===== src/rtl/ckd_pkg.sv =====
package ckd_pkg;

    typedef enum logic [1:0] {
        PH_IDLE  = 2'd0,
        PH_START = 2'd1,
        PH_DATA  = 2'd2,
        PH_STOP  = 2'd3
    } ckd_phase_e;

    typedef struct packed {
        logic cpol;
        logic cpha;
        logic last_clk;
    } ckd_cfg_t;

    // Clock level: idle unless a pulse is enabled for this half of the bit.
    function automatic logic ckd_sclk_level(ckd_cfg_t c, logic pulse_on, logic late_half);
        logic active;
        active = c.cpha ? ~late_half : late_half;
        return c.cpol ^ (pulse_on & active);
    endfunction

    // Level sclk takes right after the capture edge.
    function automatic logic ckd_cap_level(logic cpol, logic cpha);
        return cpol ^ ~cpha;
    endfunction

endpackage


===== src/rtl/ckd_tx_frame.sv =====
module ckd_tx_frame
    import ckd_pkg::*;
#(
    parameter int OVS = 16,
    parameter int DW  = 8
) (
    input  logic          clk,
    input  logic          rst,
    input  logic          tick,
    input  logic          en,
    input  ckd_cfg_t      cfg,
    input  logic          in_valid,
    input  logic [DW-1:0] in_data,
    input  logic          brk_req,
    output logic          in_ready,
    output logic          tx,
    output logic          sclk,
    output logic          busy,
    output ckd_cfg_t      cfg_q,
    output logic          frm_start,
    output logic          frm_end
);
    localparam int SW = (OVS > 1) ? $clog2(OVS) : 1;
    localparam int BW = (DW > 1) ? $clog2(DW) : 1;
    localparam logic [SW-1:0] SUB_LAST = SW'(OVS - 1);
    localparam logic [SW-1:0] SUB_HALF = SW'(OVS / 2);
    localparam logic [BW-1:0] BIT_LAST = BW'(DW - 1);

    ckd_phase_e    phase;
    logic [SW-1:0] sub;
    logic [BW-1:0] bitn;
    logic [DW-1:0] shreg;
    logic          brk;

    logic take_brk, take_byte, bit_done, pulse_on;
    ckd_cfg_t cfg_now;

    assign busy      = (phase != PH_IDLE);
    assign in_ready  = en & ~busy & ~brk_req;
    assign take_brk  = en & ~busy & brk_req;
    assign take_byte = in_valid & in_ready;
    assign bit_done  = tick & (sub == SUB_LAST);
    assign frm_start = take_byte;
    assign frm_end   = bit_done & (phase == PH_DATA) & (bitn == BIT_LAST) & ~brk;

    always_ff @(posedge clk) begin
        if (rst) begin
            phase <= PH_IDLE;
            sub   <= '0;
            bitn  <= '0;
            shreg <= '0;
            brk   <= 1'b0;
            cfg_q <= '0;
        end else begin
            unique case (phase)
                PH_IDLE: begin
                    if (take_brk || take_byte) begin
                        phase <= PH_START;
                        sub   <= '0;
                        bitn  <= '0;
                        brk   <= take_brk;
                        shreg <= take_brk ? '0 : in_data;
                        cfg_q <= cfg;
                    end
                end
                default: begin
                    if (tick) begin
                        sub <= bit_done ? '0 : sub + SW'(1);
                    end
                    if (bit_done) begin
                        unique case (phase)
                            PH_START: phase <= PH_DATA;
                            PH_DATA: begin
                                shreg <= shreg >> 1;
                                if (bitn == BIT_LAST) begin
                                    phase <= PH_STOP;
                                end else begin
                                    bitn <= bitn + BW'(1);
                                end
                            end
                            default: phase <= PH_IDLE;
                        endcase
                    end
                end
            endcase
        end
    end

    always_comb begin
        unique case (phase)
            PH_IDLE:  tx = 1'b1;
            PH_START: tx = 1'b0;
            PH_DATA:  tx = ~brk & shreg[0];
            default:  tx = ~brk;
        endcase
    end

    assign pulse_on = (phase == PH_DATA) & ~brk & ((bitn != BIT_LAST) | cfg_q.last_clk);
    assign cfg_now  = busy ? cfg_q : cfg;
    assign sclk     = ckd_sclk_level(cfg_now, pulse_on, sub >= SUB_HALF);

endmodule


===== src/rtl/ckd_rx_edge.sv =====
module ckd_rx_edge
    import ckd_pkg::*;
#(
    parameter int DW = 8
) (
    input  logic          clk,
    input  logic          rst,
    input  logic          rx,
    input  logic          sclk,
    input  logic          cpol,
    input  logic          cpha,
    input  logic          frm_start,
    input  logic          frm_end,
    output logic [DW-1:0] rx_data,
    output logic          rx_valid
);
    localparam int CW = $clog2(DW + 1);
    localparam logic [CW-1:0] FULL = CW'(DW);

    logic          sclk_q, armed, cap_edge;
    logic [DW-1:0] shreg, aligned;
    logic [CW-1:0] cnt;

    assign cap_edge = armed & (sclk != sclk_q) & (sclk == ckd_cap_level(cpol, cpha));
    assign aligned  = shreg >> (FULL - cnt);

    always_ff @(posedge clk) begin
        if (rst) begin
            sclk_q   <= 1'b0;
            armed    <= 1'b0;
            shreg    <= '0;
            cnt      <= '0;
            rx_data  <= '0;
            rx_valid <= 1'b0;
        end else begin
            sclk_q   <= sclk;
            rx_valid <= 1'b0;
            if (frm_start) begin
                armed <= 1'b1;
                shreg <= '0;
                cnt   <= '0;
            end else begin
                if (cap_edge) begin
                    shreg <= {rx, shreg[DW-1:1]};
                    cnt   <= cnt + CW'(1);
                end
                if (frm_end) begin
                    armed    <= 1'b0;
                    rx_valid <= 1'b1;
                    rx_data  <= aligned;
                end
            end
        end
    end

endmodule


===== src/rtl/ckd_uart.sv =====
module ckd_uart
    import ckd_pkg::*;
#(
    parameter int OVS = 16,
    parameter int DW  = 8
) (
    input  logic          clk,
    input  logic          rst,
    input  logic          tick,
    input  logic          en_tx,
    input  logic          cfg_cpol,
    input  logic          cfg_cpha,
    input  logic          cfg_last_clk,
    input  logic          in_valid,
    input  logic [DW-1:0] in_data,
    output logic          in_ready,
    input  logic          brk_req,
    output logic          tx,
    output logic          sclk,
    output logic          busy,
    input  logic          rx,
    output logic [DW-1:0] rx_data,
    output logic          rx_valid
);
    ckd_cfg_t cfg_in, cfg_lat;
    logic     frm_start, frm_end;

    assign cfg_in = '{cpol: cfg_cpol, cpha: cfg_cpha, last_clk: cfg_last_clk};

    ckd_tx_frame #(.OVS(OVS), .DW(DW)) u_tx (
        .clk      (clk),
        .rst      (rst),
        .tick     (tick),
        .en       (en_tx),
        .cfg      (cfg_in),
        .in_valid (in_valid),
        .in_data  (in_data),
        .brk_req  (brk_req),
        .in_ready (in_ready),
        .tx       (tx),
        .sclk     (sclk),
        .busy     (busy),
        .cfg_q    (cfg_lat),
        .frm_start(frm_start),
        .frm_end  (frm_end)
    );

    ckd_rx_edge #(.DW(DW)) u_rx (
        .clk      (clk),
        .rst      (rst),
        .rx       (rx),
        .sclk     (sclk),
        .cpol     (cfg_lat.cpol),
        .cpha     (cfg_lat.cpha),
        .frm_start(frm_start),
        .frm_end  (frm_end),
        .rx_data  (rx_data),
        .rx_valid (rx_valid)
    );

endmodule


===== config.mk =====
export PLATFORM = sky130hd
export DESIGN_NAME = ckd_uart
export DESIGN_NICKNAME = d
export VERILOG_FILES = /design/src/rtl/ckd_pkg.sv /design/src/rtl/ckd_tx_frame.sv /design/src/rtl/ckd_rx_edge.sv /design/src/rtl/ckd_uart.sv
export SDC_FILE = /design/constraint.sdc
export NUM_CORES = 1
export LEC_CHECK = 0
export BUFFER_PORTS_ARGS = -buffer_cell sky130_fd_sc_hd__buf_2
export CORE_UTILIZATION = 55
export CTS_CLUSTER_DIAMETER = 40
export CTS_CLUSTER_SIZE = 24
export DETAILED_ROUTE_END_ITERATION = 10
export PLACE_DENSITY = 0.77
export SETUP_SLACK_MARGIN = 0.2
export SYNTH_ARGS = -nofsm -noshare
export SYNTH_HDL_FRONTEND = slang
export SYNTH_SLANG_ARGS = --single-unit

===== constraint.sdc =====
create_clock -name clk -period 2.7 [get_ports clk]
set_input_delay 0.135 -clock clk [delete_from_list [all_inputs] [get_ports clk]]
set_output_delay 0.135 -clock clk [all_outputs]
set_load 0.01 [all_outputs]

==> results of run 1 <==
## worst paths after layout
path | from | end | slack [ns] | cells after the start
max | u_tx.phase[1] | u_rx.cnt[3] | 0.30 | 9
max reg2reg | u_tx.phase[1] | u_rx.cnt[3] | 0.30 | 9
min | rx | u_rx.shreg[7] | 0.08 | 3
min reg2reg | u_rx.rx_data[7] | u_rx.rx_data[7] | 0.45 | 2
## cell families (layout without fill, tap and decap cells)
kind of cell / count (synthesis) / after routing / share of synthesized area
XOR/XNOR: 8 / 8 / 0.0345
adder cells (fa/ha/maj): 9 / 9 / 0.0501
multiplexers: 25 / 25 / 0.115
buffers and inverters: 23 / 57 / 0.0428
flip-flops: 44 / 44 / 0.392
AND/OR/NAND/NOR: 99 / 99 / 0.203
AO/OA/AOI/OAI: 53 / 53 / 0.163
## cell type report
cell class / count / share of cell area
clock buffers: 6 / 0.0281
clock inverters: 1 / 0.00194
inverters: 13 / 0.0189
multi-input cells: 194 / 0.507
flip-flops and latches: 44 / 0.341
well taps: 48 / 0.0233
repair buffers: 37 / 0.0799
## repair_timing
item	in CTS	in global routing
buffers inserted	0	0
resized for setup	3	7
pin swaps	1	1
setup endpoints to repair	2	9
## power by group
group          internal [uW]  total (uW)  switching [uW]
Sequential               672         690            18.3
Combinational           92.4         227             135
Clock                    176         388             212
## routing by layer
| layer | share of wire | wire (um) | global-route usage | vias up |
|---|---|---|---|---|
| met5 | 0 | 0 | 0 | - |
| met4 | 0.016 | 74 | 0.0878 | 0 |
| met3 | 0.041 | 194 | 0.0569 | 8 |
| met2 | 0.48 | 2270 | 0.384 | 46 |
| met1 | 0.47 | 2210 | 0.296 | 907 |
| li1 | - | - | - | 1000 |
## worst min-delay path: cells and delay by family
kind | cells | cell delay (ns)
AND/OR/NAND/NOR | 1 | 0.08
multiplexers | 1 | 0.05
buffers and inverters | 1 | 0.07
## sequential cells by signal, summed over array words and instances, names as in the netlist
name           flops
u_rx.armed         1
u_rx.cnt           4
u_rx.rx_data       8
u_rx.rx_valid      1
u_rx.sclk_q        1
u_rx.shreg         8
u_tx.bitn          3
u_tx.brk           1
u_tx.cfg_q         3
u_tx.phase         2
u_tx.shreg         8
u_tx.sub           4
## through the flow
stage	worst slack, ns	instances
6_report	0.304	343
5_1_grt	0.183	343
4_1_cts	0.211	343
3_5_place_dp	0.157	336
3_3_place_gp	0.279	336
2_1_floorplan	0.405	261
## layout by cell type, fill, tap and decap left out, drive strengths merged, types with 6 or more instances in the layout
cell	synthesis	routed
dfxtp	44	44
buf	5	37
nor2	34	34
nand2	25	25
mux2i	21	21
a21oi	14	14
nor3	14	14
inv	12	12
o21ai	11	11
ha	9	9
a221oi	7	7
nor2b	6	6
nand3	6	6
clkbuf	5	6
==> summary.txt, run 1 <==
Layout
  – Final instance area: 0.00258 mm^2
  – Utilization after layout: 0.680
  – Final net count: 322
  – Sequential Area: 881 um^2
  – Multi-input gate area: 0.00131 mm^2
  – Layout cell share with drive strength beyond 1: 0.197
  – Fill count: 328
  – Antenna Cells: 0
  – P&R area growth vs syn: 14.9%

Worst setup path
  – CP Cell Sequence: inv_1, ha_4, mux2_2, a2111oi_2, a311o_1, a2111oi_4, buf_6, or3_1, a21oi_1
  – Critical path's slowest cell: mux2_2
  – Setup crit start kind: register
  – Buffers & Inverters on Critical Path: 2
  – Critical path's top delay family: compound AO/OA/AOI/OAI gates
  – CP max stage delay: 0.40 ns
  – Worst path required time: 2.92 ns
  – CP max FO: 14
  – CP endpoint kind: register
  – Setup CP Type: reg2reg
  – CP arrival: 2.62 ns

Route
  – Total Routed Length: 4750 um
  – DRT iter0 DRCs: 116
  – WL/cell: 13.9 um
  – Via count: 1961
  – Avg Vias per Cell: 5.72
  – First-pass DRT Iterations: 4
  – DRC Markers: 0
  – Final ANT Viol Nets: 0

CTS
  – Inserted Clock Buffers: 5
  – Bufs on Longest Clock Path: 2
  – CTS sink count: 44
  – Clock latency at the later pin of the worst-skew pair: 0.30 ns
  – H-tree levels: 2
  – CTS root buf: clkbuf_8
  – Hold buffers post-CTS: 0
  – CTS tree: built
  – Clock transition at path regs: 0.08 ns

Yosys
  – Synth area leader: dfxtp_1
  – Most numerous cell in the Yosys netlist: dfxtp_1
  – Synthesized cell area: 0.00225 mm^2
  – Yosys warning total: 0
  – Synth Instances: 261
  – Syn_nets: 288
  – Area contributors post-synth: dfxtp_1 (39%), mux2i_1 (8.9%), nor2_1 (5.7%)
  – Netlist cell types: 45
  – Ys async rst share: 0
  – Sequential fraction of the synthesis area: 0.392
  – EDFF count, synth: 0
  – Commonest cells post-synth: dfxtp_1 (44), nor2_1 (34), nand2_1 (25)
  – Yosys top cell area share: 0.392
  – Synth Area per Inst: 8.61 um^2
  – Synth Flop Type: dfxtp_1
  – Flops & latches, synth: 44

Pwr
  – Power per cell area: 506 mW/mm^2
  – PnR Total Power: 1310 uW
  – Worst VDD drop: 0.000371 V
  – LEAKAGE: 0.00108 uW

Timing
  – RSZ-0062 raised after global routing: false
  – Final Hold Viols: 0
  – Tcrit/Tclk final: 0.888
  – # setup viols final: 0
  – Worst Tran Pin Value: 0.716 ns
  – Rel. slew slack: 0.521
  – Fin. max-slew vios: 0
  – Worst hold slack: 0.0784 ns
  – Peak Freq: 0.417 GHz
  – Setup TNS: 0 ns
  – Period minus WS final: 2.40 ns
  – Setup Skew: 0.00746 ns

Placement
  – Post-DP Area: 0.00246 mm^2
  – Port Buf Inserts: 30
  – Gp weighted congestion: 0.812
  – Final HPWL DP: 3300 um

Global routing
  – Vias in the first global route: 1780
  – GR Util All Layers: 0.234
  – Largest net degree at the start of global routing: 26
  – Initial antenna violation count: 0
  – Total overflow reported by the global router: 0
  – Global-route wire length before repair: 7730 um

Min path
  – Hold Crit Class: in2reg

Flow run
  – Max-cap violations: 0

Floorplanning
  – Initial core utilization: 0.592
  – Ports: 31
  – Rows: 22
  – Placeable Area: 0.00380 mm^2
  – Width of the die: 65.9 um
  – Die extent in y: 65.9 um
  – Die footprint: 0.00435 mm^2

Status
  – Outcome: complete, no violations
Note: power is estimated with default switching activity, not from simulation.
==> inputs of run 2 (changes only) <==
--- a/config.mk
+++ b/config.mk
@@ -14,4 +14,5 @@
 export SETUP_SLACK_MARGIN = 0.2
 export SYNTH_ARGS = -nofsm -noshare
 export SYNTH_HDL_FRONTEND = slang
+export SYNTH_HIERARCHICAL = 1
 export SYNTH_SLANG_ARGS = --single-unit
==> summary.txt, run 2 <==
Yosys
  – Most numerous cell in the Yosys netlist: dfxtp_1
  – Synth Instances: 256
  – EDFF count, synth: 0
  – Yosys top cell area share: 0.382
  – Synth area leader: dfxtp_1
  – Synth Flop Type: dfxtp_1
  – Ys async rst share: 0
  – Yosys warning total: 6
  – Flops & latches, synth: 44
  – Sequential fraction of the synthesis area: 0.382
  – Syn_nets: 283
  – Netlist cell types: 52
  – Commonest cells post-synth: dfxtp_1 (44), a21oi_1 (28), nand2_1 (28)
  – Synth Area per Inst: 9.00 um^2
  – Area contributors post-synth: dfxtp_1 (38%), a21oi_1 (6.1%), mux2i_1 (6.1%)
  – Synthesized cell area: 0.00230 mm^2

Pwr
  – LEAKAGE: 0.00101 uW
  – Worst VDD drop: 0.000553 V
  – Pint: 1300 uW
  – Sequential Power Share: 0.373
  – P_sw: 840 uW
  – Switching share of power: 0.392
  – Power per cell area: 833 mW/mm^2
  – Clock share of power: 0.199
  – Comb pwr share: 0.428

Placement
  – Placed Cells: 327
  – Gp weighted congestion: 0.858
  – Setup WS pre-CTS: 0.399 ns
  – Port Buf Inserts: 30
  – Final HPWL DP: 3300 um

CTS
  – CTS sink count: 44
  – CTS tree: built
  – Clock latency at the later pin of the worst-skew pair: 0.29 ns
  – Inserted Clock Buffers: 5
  – Clock transition at path regs: 0.08 ns
  – Setup bufs post-CTS: 0
  – CTS root buf: clkbuf_8
  – CTS resizes: 0
  – H-tree levels: 2
  – Bufs on Longest Clock Path: 2
  – Hold buffers post-CTS: 0

Route
  – Via count: 1925
  – DRC Markers: 0
  – DRT iter0 DRCs: 69
  – Avg Vias per Cell: 5.75
  – First-pass DRT Iterations: 4
  – Final ANT Viol Nets: 0
  – WL/cell: 13.5 um
  – Total Routed Length: 4520 um

Floorplanning
  – Die footprint: 0.00445 mm^2
  – Die extent in y: 66.7 um
  – Initial core utilization: 0.576
  – Placeable Area: 0.00400 mm^2
  – Width of the die: 66.7 um
  – Rows: 23
  – Ports: 31

Min path
  – Hold Crit Class: in2reg

Global routing
  – Largest net degree at the start of global routing: 25
  – Global-route wire length before repair: 7640 um
  – GR Util All Layers: 0.225
  – Met3 Use GR: 0.0548
  – Met1 Usage GRT: 0.302
  – Met2 Use GR: 0.355
  – Total overflow reported by the global router: 0
  – Initial antenna violation count: 0
  – Vias in the first global route: 1684
  – Most Crowded Layer GR: met2

Timing
  – # setup viols final: 0
  – Final worst slack: 0.373 ns
  – Period minus WS final: 2.33 ns
  – Fin. max-slew vios: 0
  – Setup Skew: 0.00662 ns
  – Setup TNS: 0 ns
  – Final Hold Viols: 0
  – Peak Freq: 0.430 GHz
  – Worst Tran Pin Value: 0.478 ns
  – Rel. slew slack: 0.681
  – Worst hold slack: 0.0854 ns
  – RSZ-0062 raised after global routing: false
  – Tcrit/Tclk final: 0.862

Worst setup path
  – CP endpoint kind: register
  – CP arrival: 2.50 ns
  – Critical path's slowest cell: dfxtp_1
  – Worst path required time: 2.87 ns
  – Buffers & Inverters on Critical Path: 1
  – Setup CP Type: reg2reg
  – Setup crit start kind: register
  – Critical path's top delay family: multiplexers
  – CP max stage delay: 0.36 ns
  – CP max FO: 12
  – CP Cell Sequence: inv_1, ha_1, mux2i_1, xnor2_1, nand3_1, xor2_2, nand2b_1, mux2_4, o311ai_1, o41ai_1

Layout
  – Most common cell after layout, fill and taps aside: dfxtp_1
  – Layout cell share with drive strength beyond 1: 0.221
  – Antenna Cells: 0
  – Final Non-Filler Cells: 335
  – Utilization after layout: 0.643
  – Commonest cells after routing, fill and taps aside: dfxtp_1 (44), buf_2 (30), a21oi_1 (28), nand2_1 (28), nand3_1 (18)
  – Fill count: 334
  – Final net count: 311
  – P&R area growth vs syn: 11.6%
  – Biggest regs: u_rx/rx_data x8, u_rx/shreg x8, u_tx/shreg x8

Flow run
  – Max-cap violations: 0

Status
  – Outcome: complete, no violations
-- run 2: power groups by stage --
| stage | Sequential, uW | Clock [uW] | Combinational (uW) |
|---|---|---|---|
| 2_1_floorplan | 791 | 0 | 772 |
| 3_3_place_gp | 808 | 0 | 888 |
| 3_5_place_dp | 813 | 0 | 903 |
| 4_1_cts | 798 | 439 | 907 |
| 5_1_grt | 812 | 471 | 1020 |
| 6_report | 799 | 426 | 917 |
-- run 2: cells by family (layout without fill, tap and decap cells) --
logic type	count (synthesis)	after routing	synth area share
compound gates	77	77	0.238
xor+xnor	5	5	0.0255
fa+ha+maj	9	9	0.0489
buf+inv	23	52	0.0516
flops	44	44	0.382
mux	17	17	0.0803
simple gates	81	81	0.174
-- run 2: stage by stage --
step           cell area (um^2)  total power, uW
2_1_floorplan              2300             1560
3_3_place_gp               2470             1700
3_5_place_dp               2470             1720
4_1_cts                    2560             2140
5_1_grt                    2570             2300
6_report                   2570             2140
-- run 2: final timing paths --
check / startpoint / to / slack (ns) / depth (start not counted)
max: u_tx/phase[0] / u_rx/cnt[3] / 0.37 / 10
min: cfg_last_clk / u_tx/cfg_q[0] / 0.09 / 3
max reg2reg: u_tx/phase[0] / u_rx/cnt[3] / 0.37 / 10
min reg2reg: u_rx/rx_data[2] / u_rx/rx_data[2] / 0.45 / 2
-- run 2: worst reg2reg max path, stage by stage (launching register included) --
cell      delay (ns)
dfxtp_1         0.36
inv_1           0.07
ha_1            0.23
mux2i_1         0.18
xnor2_1         0.14
nand3_1         0.14
xor2_2          0.21
nand2b_1        0.17
mux2_4          0.33
o311ai_1        0.27
o41ai_1         0.11
-- run 2: cell type report --
class                   count  area (um^2)  area share
clock inverters             1         7.51     0.00292
flip-flops and latches     44          881       0.343
repair buffers             34          180      0.0701
well taps                  50         62.6      0.0243
multi-input cells         189         1320       0.512
inverters                  10         37.5      0.0146
clock buffers               7         86.3      0.0336
-- run 2: metal layers --
layer  vias to the layer above  share of wire
li1                        982              -
met1                       907           0.51
met2                        32           0.45
met3                         4          0.038
met4                         0         0.0097
met5                         -              0
==> inputs of run 3 (changes only) <==
--- a/config.mk
+++ b/config.mk
@@ -11,6 +11,7 @@
 export CTS_CLUSTER_SIZE = 24
 export DETAILED_ROUTE_END_ITERATION = 10
 export PLACE_DENSITY = 0.77
+export RECOVER_POWER = 50
 export SETUP_SLACK_MARGIN = 0.2
 export SYNTH_ARGS = -nofsm -noshare
 export SYNTH_HDL_FRONTEND = slang
==> constraint.sdc (replaced) <==
create_clock -name clk -period 2.2 [get_ports clk]
set_input_delay 0.11 -clock clk [delete_from_list [all_inputs] [get_ports clk]]
set_output_delay 0.11 -clock clk [all_outputs]
set_load 0.01 [all_outputs]
==> summary.txt, run 3 (synthesis gave the netlist of run 2 again) <==
CTS
  – Hold buffers post-CTS: 0
  – CTS sink count: 44
  – Clock transition at path regs: 0.08 ns
  – Inserted Clock Buffers: 5
  – Bufs on Longest Clock Path: 2
  – H-tree levels: 2
  – CTS tree: built
  – Clock latency at the later pin of the worst-skew pair: 0.30 ns
  – CTS root buf: clkbuf_8

Pwr
  – Power per cell area: 1110 mW/mm^2
  – Switching share of power: 0.390
  – Worst VDD drop: 0.000545 V
  – Pint: 1860 uW
  – Sequential Power Share: 0.321
  – Comb pwr share: 0.471
  – Clock share of power: 0.209
  – P_sw: 1190 uW
  – LEAKAGE: 0.00103 uW

Route
  – Wl on met1: 2410 um
  – First-pass DRT Iterations: 4
  – Met3 wire len: 226 um
  – Via count: 1976
  – Avg Vias per Cell: 5.76
  – DRC Markers: 0
  – Final ANT Viol Nets: 0
  – Total Routed Length: 5000 um
  – Routed length on met2: 2320 um
  – Uppermost layer routed: met4
  – WL/cell: 14.6 um
  – DRT iter0 DRCs: 118

Worst setup path
  – CP max FO: 6
  – Buffers & Inverters on Critical Path: 1
  – CP endpoint kind: register
  – CP max stage delay: 0.33 ns
  – Critical path's slowest cell: dfxtp_2
  – CP Cell Sequence: inv_2, ha_4, mux2i_2, xnor2_1, nand3_1, xor2_2, nand2b_4, mux2_4, o311ai_4, o41ai_2
  – Setup crit start kind: register
  – Setup CP Type: reg2reg
  – Critical path's top delay family: multiplexers
  – CP arrival: 2.37 ns
  – Worst path required time: 2.36 ns

Status
  – Outcome: finished with violations
  – Failing checks: setup timing

Layout
  – Fill count: 334
  – Biggest regs: u_rx/rx_data x8, u_rx/shreg x8, u_tx/shreg x8
  – P&R area growth vs syn: 19.3%
  – Antenna Cells: 0
  – Layout cell share with drive strength beyond 1: 0.273
  – Final net count: 319
  – Final instance area: 0.00275 mm^2
  – Commonest cells after routing, fill and taps aside: dfxtp_1 (42), nand2_1 (28), a21oi_1 (27)
  – Final Non-Filler Cells: 343
  – Most common cell after layout, fill and taps aside: dfxtp_1
  – Utilization after layout: 0.687

Timing
  – Final Hold Viols: 0
  – Rel. slew slack: 0.615
  – # setup viols final: 1
  – Tcrit/Tclk final: 1.00
  – Period minus WS final: 2.21 ns
  – Setup TNS: -0.00844 ns
  – Worst Tran Pin Value: 0.577 ns
  – Peak Freq: 0.453 GHz
  – RSZ-0062 raised after global routing: true
  – Fin. max-slew vios: 0
  – Final worst slack: -0.00844 ns
  – Setup Skew: 0.00977 ns

Global routing
  – GR Util All Layers: 0.234
  – Largest net degree at the start of global routing: 25
  – Vias in the first global route: 1673
  – Initial antenna violation count: 0
  – Total overflow reported by the global router: 0
  – Global-route wire length before repair: 7820 um

Floorplanning
  – Placeable Area: 0.00400 mm^2
  – Width of the die: 66.7 um
  – Initial core utilization: 0.576
  – Die footprint: 0.00445 mm^2
  – Ports: 31
  – Rows: 23
  – Die extent in y: 66.7 um

Placement
  – Gp weighted congestion: 0.882
  – Final HPWL DP: 3450 um
  – Port Buf Inserts: 30
  – Post-DP Area: 0.00252 mm^2
  – Placed Cells: 330
  – Setup WS pre-CTS: -0.0109 ns

Flow run
  – Max-cap violations: 0

Min path
  – Hold Crit Class: in2reg
[run 3: routing by layer]
metal | GRT usage | up-vias
li1 | - | 1000
met1 | 0.323 | 921
met2 | 0.365 | 51
met3 | 0.0514 | 4
met4 | 0.0638 | 0
met5 | 0 | -
[run 3: timing repair]
action / CTS / global route
gates resized for setup: 5 / 11
setup buffers: 5 / 0
cloned: 0 / 0
pin swaps: 2 / 9
endpoints found under the setup margin: 12 / 21
endpoints found under the hold margin: 0 / 0
[run 3: worst paths after layout]
check	from	to	slack, ns	cells past startpoint
worst max register to register	u_tx/phase[0]	u_rx/cnt[3]	-0.008	10
worst min-delay path	cfg_last_clk	u_tx/cfg_q[0]	0.05	3
worst max-delay path	u_tx/phase[0]	u_rx/cnt[3]	-0.008	10
worst min register to register	u_rx/rx_data[2]	u_rx/rx_data[2]	0.46	2
[run 3: area by class of cell]
cell class | count | area, um^2 | share of cell area
Multi-Input combinational cell | 189 | 1400 | 0.510
Sequential cell | 44 | 883 | 0.321
Timing Repair Buffer | 42 | 249 | 0.0906
Clock buffer | 5 | 68.8 | 0.0250
Tap cell | 50 | 62.6 | 0.0228
Clock inverter | 3 | 46.3 | 0.0168
Inverter | 10 | 37.5 | 0.0137
[run 3: tightest hold or removal path: cells and delay by family]
family	cells	cell delay, ns
AOI/OAI and AO/OA	1	0.05
buffers and inverters	1	0.10
and+or+nand+nor	1	0.05
[run 3: power by group through the flow]
stage,Combinational [uW],Sequential (uW),Clock [uW]
floorplan,1030,982,0
global placement,1170,995,0
detailed placement,1200,1000,0
CTS,1360,976,652
global route,1550,990,692
finish,1430,977,637
[run 3: metrics by stage]
stage,power [uW],hold WS [ns]
6_report,3050,0.0500
3_5_place_dp,2200,0.361
4_1_cts,2990,0.0444
5_1_grt,3230,0.0587
2_1_floorplan,2010,0.182
3_3_place_gp,2160,0.350
